File: src/rtl/u2d_pkg.sv
package u2d_pkg;
   localparam int DP_W   = 64;
   localparam int EXP_W  = 11;
   localparam int FRAC_W = 52;
   localparam int BIAS   = 1023;

   typedef enum logic [1:0] {
      VL_QUARTER = 2'b00,
      VL_HALF    = 2'b01,
      VL_FULL    = 2'b10,
      VL_FULL_B  = 2'b11
   } vlen_e;
endpackage

File: src/rtl/u2d_lead_one.sv
module u2d_lead_one #(
   parameter int W = 32
) (
   input  logic [W-1:0]         val,
   output logic [$clog2(W)-1:0] pos,
   output logic                 found
);
   localparam int PW = $clog2(W);

   if (W < 2) begin : g_bad_w
      $error("u2d_lead_one: W must be at least 2");
   end

   always_comb begin
      pos = '0;
      for (int i = 0; i < W; i++) begin
         if (val[i]) pos = PW'(i);
      end
      found = |val;
   end
endmodule

File: src/rtl/u2d_lane_cvt.sv
module u2d_lane_cvt
   import u2d_pkg::*;
#(
   parameter int INT_W = 32
) (
   input  logic [INT_W-1:0] val,
   output logic [DP_W-1:0]  dp
);
   localparam int PW  = $clog2(INT_W);
   localparam int PAD = FRAC_W - (INT_W - 1);

   if (INT_W > FRAC_W + 1) begin : g_bad_w
      $error("u2d_lane_cvt: INT_W too wide for an exact double");
   end

   logic [PW-1:0]    lead_pos;
   logic             nonzero;
   logic [INT_W-1:0] aligned;
   logic [EXP_W-1:0] exp_f;
   logic [FRAC_W-1:0] frac_f;

   u2d_lead_one #(.W(INT_W)) u_lead (
      .val   (val),
      .pos   (lead_pos),
      .found (nonzero)
   );

   always_comb begin
      aligned = val << (PW'(INT_W - 1) - lead_pos);
      exp_f   = EXP_W'(BIAS) + EXP_W'(lead_pos);
      if (PAD > 0) frac_f = {aligned[INT_W-2:0], {PAD{1'b0}}};
      else         frac_f = FRAC_W'(aligned[INT_W-2:0]);
      dp      = nonzero ? {1'b0, exp_f, frac_f} : '0;
   end
endmodule

File: src/rtl/u2d_lane_sel.sv
module u2d_lane_sel
   import u2d_pkg::*;
(
   input  logic            active,
   input  logic            take,
   input  logic            zero_mode,
   input  logic [DP_W-1:0] cvt,
   input  logic [DP_W-1:0] old,
   output logic [DP_W-1:0] res
);
   always_comb begin
      if (!active)        res = '0;
      else if (take)      res = cvt;
      else if (zero_mode) res = '0;
      else                res = old;
   end
endmodule

File: src/rtl/vec_u2d_cvt.sv
module vec_u2d_cvt
   import u2d_pkg::*;
#(
   parameter int LANES = 8,
   parameter int INT_W = 32,
   parameter int RSV_W = 4
) (
   input  logic                   clk,
   input  logic                   rst_n,
   input  logic                   in_valid,
   input  logic [1:0]             vlen_sel,
   input  logic [LANES*INT_W-1:0] src,
   input  logic                   bcast_en,
   input  logic [LANES-1:0]       mask,
   input  logic                   mask_en,
   input  logic                   zero_mode,
   input  logic [LANES*DP_W-1:0]  old_dst,
   input  logic [RSV_W-1:0]       rsv_field,
   output logic                   out_valid,
   output logic [LANES*DP_W-1:0]  out_dst,
   output logic                   out_illegal
);
   localparam int DST_W   = LANES * DP_W;
   localparam int Q_LANES = LANES / 4;
   localparam int H_LANES = LANES / 2;

   if (LANES < 4 || (LANES % 4) != 0) begin : g_bad_lanes
      $error("vec_u2d_cvt: LANES must be a multiple of 4");
   end

   logic [DST_W-1:0] lane_res;
   logic             legal;
   vlen_e            vl;

   assign vl    = vlen_e'(vlen_sel);
   assign legal = (rsv_field == {RSV_W{1'b1}});

   for (genvar j = 0; j < LANES; j++) begin : g_lane
      logic [INT_W-1:0] elem;
      logic [DP_W-1:0]  cvt;
      logic             active;

      assign elem = bcast_en ? src[INT_W-1:0] : src[j*INT_W +: INT_W];

      if (j < Q_LANES) begin : g_q
         assign active = 1'b1;
      end else if (j < H_LANES) begin : g_h
         assign active = (vl != VL_QUARTER);
      end else begin : g_f
         assign active = (vl == VL_FULL) || (vl == VL_FULL_B);
      end

      u2d_lane_cvt #(.INT_W(INT_W)) u_cvt (
         .val (elem),
         .dp  (cvt)
      );

      u2d_lane_sel u_sel (
         .active    (active),
         .take      (~mask_en | mask[j]),
         .zero_mode (zero_mode),
         .cvt       (cvt),
         .old       (old_dst[j*DP_W +: DP_W]),
         .res       (lane_res[j*DP_W +: DP_W])
      );
   end

   always_ff @(posedge clk or negedge rst_n) begin
      if (!rst_n) begin
         out_valid   <= 1'b0;
         out_illegal <= 1'b0;
         out_dst     <= '0;
      end else begin
         out_valid   <= in_valid;
         out_illegal <= in_valid & ~legal;
         if (in_valid) out_dst <= legal ? lane_res : old_dst;
      end
   end
endmodule

File: config.mk
export PLATFORM = sky130hd
export DESIGN_NAME = vec_u2d_cvt
export DESIGN_NICKNAME = d
export VERILOG_FILES = /design/src/rtl/u2d_pkg.sv /design/src/rtl/u2d_lead_one.sv /design/src/rtl/u2d_lane_cvt.sv /design/src/rtl/u2d_lane_sel.sv /design/src/rtl/vec_u2d_cvt.sv
export SDC_FILE = /design/constraint.sdc
export NUM_CORES = 2
export LEC_CHECK = 0
export CAP_MARGIN = 10
export CORE_AREA = 5 5 511 513
export DETAILED_ROUTE_END_ITERATION = 16
export DIE_AREA = 0 0 516 518
export GPL_ROUTABILITY_DRIVEN = 0
export PLACE_DENSITY_LB_ADDON = 0.12
export SLEW_MARGIN = 20
export SYNTH_ARGS = -nofsm -noshare
export SYNTH_HDL_FRONTEND = slang
export SYNTH_HIERARCHICAL = 1
export SYNTH_SLANG_ARGS = --single-unit
File: constraint.sdc
create_clock -name clk -period 1.2 [get_ports clk]
set_input_delay 0.12 -clock clk [delete_from_list [all_inputs] [get_ports clk]]
set_output_delay 0.12 -clock clk [all_outputs]
set_load 0.1 [all_outputs]
==> impl_metrics.toml <==
[critical_path]
critical_path_required_ns = 1.80
rr_endpoint = "out_dst[508]"
reg2reg_from = "out_dst[508]"
crit_arrival_ns = 3.84
cp-start-kind = "primary input"
cpPeakStageDelay_ns = 0.49
reg2reg_depth = 3
crit_chain = "clkdlybuf4s15_2 -> nand2_4 -> buf_4 -> o21ai_1 -> nand2b_1 -> a221o_1 -> a21oi_2 -> o221ai_2 -> a21oi_4 -> buf_12 -> buf_8 -> mux2_4 -> mux4_2 -> mux2i_1 -> buf_4 -> nor2_1 -> a32o_1 -> nand2_1 -> a31oi_1"
cpMostUsedCell = "buf_4"
worstPathMaxFanout = 6
path_class = "in2reg"
cp_slowest_cell = "mux4_2"
r2r_slack_ns = 0.12
crit_path_end_kind = "flop"

[sta]
hold_viol = 0
hold_slack_ns = 0.0677
skew_ns = 0
slew_violations = 0
rsz0062_at_grt = "true"
min_period_over_period = 2.70
post-route-min-period_ns = 3.24
max_slew.worst_pin.slew_ns = 0.704
clock.fmax_mhz = 309
fin_ws_ns = -2.04
tns_ns = -871.05
slew-limit-headroom = 0.529
finalSetupViolations = 1368

[job]
drv_cap = 0

[outcome]
outcome = "finished with violations"
violations = "negative setup slack"

[cells_and_area]
drive_gt1_frac = 0.330
final_nets = 10037
area_growth_pct = 84.8

[yosys]
synth_ff_type = "dfrtp_1"
ys_seq_area_frac = 0.251
synth-seq-cells = 514
synth_cells = 6376
ys_warn_count = 6
synthArstFlopShare = 1.00
synth.cell_area_sq_mm = 0.0512
synth-edff-count = 0
synth_cell_types = 67
avgSynthCellArea_sq_um = 8.03

[floorplanning]
row_count = 186
dieArea_sq_mm = 0.267
die_h_um = 518
start_util = 0.200
pin_count = 1302
die_w_um = 516
core_sq_mm = 0.256

[drt]
wire_per_inst_um = 26.8
drt_first_pass_iters = 6
vias_per_cell = 4.98
wl_um = 342000
drtIter0Drc = 4895
ant_nets = 0
vias = 63498
drc = 0

[hold_path]
hp-start = "old_dst[29]"
worstHoldEndpoint = "out_dst[29]"
hold_class = "in2reg"
hold_depth = 3

[pwr]
power_density_mw_per_mm2 = 1080
power.leakage_nw = 40.8
power_mw = 102
ir_drop_mv = 1.05

[placed_design]
port_buffers = 1301
dp_hpwl_um = 276000

[global_routing]
grt_pass1_vias = 62809
grt-ovfl-total = 0
grt_pass1_wl_um = 478000
grt_max_degree = 62
antenna_found_initial = 223
grt_use_total = 0.242

[cts]
cts_buffer_depth = 3
numCtsBuffers = 76
clock-sinks = 514
cts_tree = "done"
clockRootBuffer = "clkbuf_16"
htreeDepth = 3
clk_pin_slew_ns = 0.06
insertion_delay_ns = 0.74
[worst max-delay path: cells and delay by family]
kind / cells / cell delay (ns)
simple gates: 4 / 0.38
mux: 3 / 1.01
buf+inv: 5 / 1.00
compound gates: 7 / 1.32
[cell families (layout without fill, tap and decap cells)]
group | Yosys count | in the layout | share of synthesized area
simple gates | 2476 | 2476 | 0.210
flops | 514 | 514 | 0.251
xor+xnor | 16 | 16 | 0.00274
buf+inv | 1073 | 3810 | 0.126
compound gates | 1760 | 1763 | 0.259
fa+ha+maj | 16 | 16 | 0.00391
mux | 512 | 512 | 0.147
other cells | 9 | 268 | 0.000660
[layout make-up]
type | instances | area (sq um)
timing repair buffer | 3362 | 37900
multi-input combinational | 4967 | 35500
sequential | 514 | 12900
fill | 26017 | 161000
clock buffer | 110 | 2220
clock inverter | 26 | 403
inverter | 312 | 1190
antenna | 84 | 210
tap | 3384 | 4230
[per-stage QoR]
| step | instances | setup WS, ns | instance area, sq um | util |
|---|---|---|---|---|
| after global routing | 12727 | -2.12 | 94500 | 0.369 |
| after detailed placement | 11966 | -3.47 | 83400 | 0.326 |
| after global placement | 11966 | -3.38 | 83400 | 0.326 |
| final | 12759 | -2.04 | 94600 | 0.370 |
| after CTS | 12601 | -1.96 | 92300 | 0.361 |
| after floorplan | 6551 | -2.21 | 52600 | - |
[routing by layer]
layer	global-route usage	wire length, um	part of all wire	vias to the layer above
met5	0	769	0.0022	-
met4	0.0814	12900	0.038	124
met3	0.0613	24900	0.073	567
met2	0.403	161000	0.47	2445
met1	0.303	142000	0.42	31339
li1	-	-	-	29023
[worst max-delay path by stage]
stage / from / end / slack [ns] / depth (start not counted)
floorplan: bcast_en / out_dst[115] / -2.21 / 18
global placement: src[1] / out_dst[101] / -3.38 / 19
detailed placement: src[1] / out_dst[433] / -3.47 / 19
CTS: bcast_en / out_dst[301] / -1.96 / 21
global route: bcast_en / out_dst[238] / -2.12 / 20
finish: src[1] / out_dst[419] / -2.04 / 19
[sequential cells by signal (all words and copies together) (netlist names)]
name         flops
out_valid        1
out_dst        512
out_illegal      1
[synth_stat cells, drive strengths merged (9+ instances only)]
master   number  area, sq um
nand2      1200         4500
nor2        800         3000
buf         524         4370
dfrtp       514        12900
a31oi       512         3200
a32o        496         4960
inv         312         1170
o21ai       264         1320
clkbuf      237          890
mux2i       224         2240
mux4        176         3960
mux2        112         1320
and2         97          607
a21oi        80          400
nor4         80          721
nor2b        64          460
nand3        56          320
nor3         56          280
o221ai       48          470
a22oi        40          300
a211oi       32          240
nand2b       32          200
o22ai        32          200
a21boi       24          180
a21o         24          180
a2bb2oi      24          210
a31o         24          210
and3         24          150
o211ai       24          180
or4          24          180
a221o        16          160
a22o         16          140
ha           16          200
o311ai       16          140
o31ai        16          120
conb          9         33.8
nand4         9         56.3
or2           9         56.3
[report_power, final]
group          internal, mW  switching [mW]  leakage, nW
registers              19.1            2.26         5.77
logic                  25.1            31.6         33.7
clock network          14.1            10.1         1.27
total                  58.3            44.0         40.8
[cells in the final DEF, fill, tap and decap left out, drive strengths merged, types with 24 or more instances in the layout]
cell type and instances:
buf 2118, nand2 1200, nor2 800, clkdlybuf4s50 759, dfrtp 514, a31oi 512, a32o 496, dlygate4sd3 451
inv 315, o21ai 267, mux2i 224, conb 184, mux4 176, clkbuf 126, mux2 112, and2 97
diode 84, a21oi 80, nor4 80, nor2b 64, nor3 56, nand3 56, o221ai 48, a22oi 40
nand2b 32, o22ai 32, a211oi 32, o211ai 24, a21o 24, a31o 24, or4 24, and3 24
a2bb2oi 24, a21boi 24
[repair_timing]
item	4_1_cts	5_1_grt
setup endpoints to repair	853	1374
setup buffers	46	64
gates cloned	4	14
endpoints found under the hold margin	968	0
pin swaps	56	146
resized for setup	341	315
hold buffers	451	0
(Power assumes the default switching activity.)
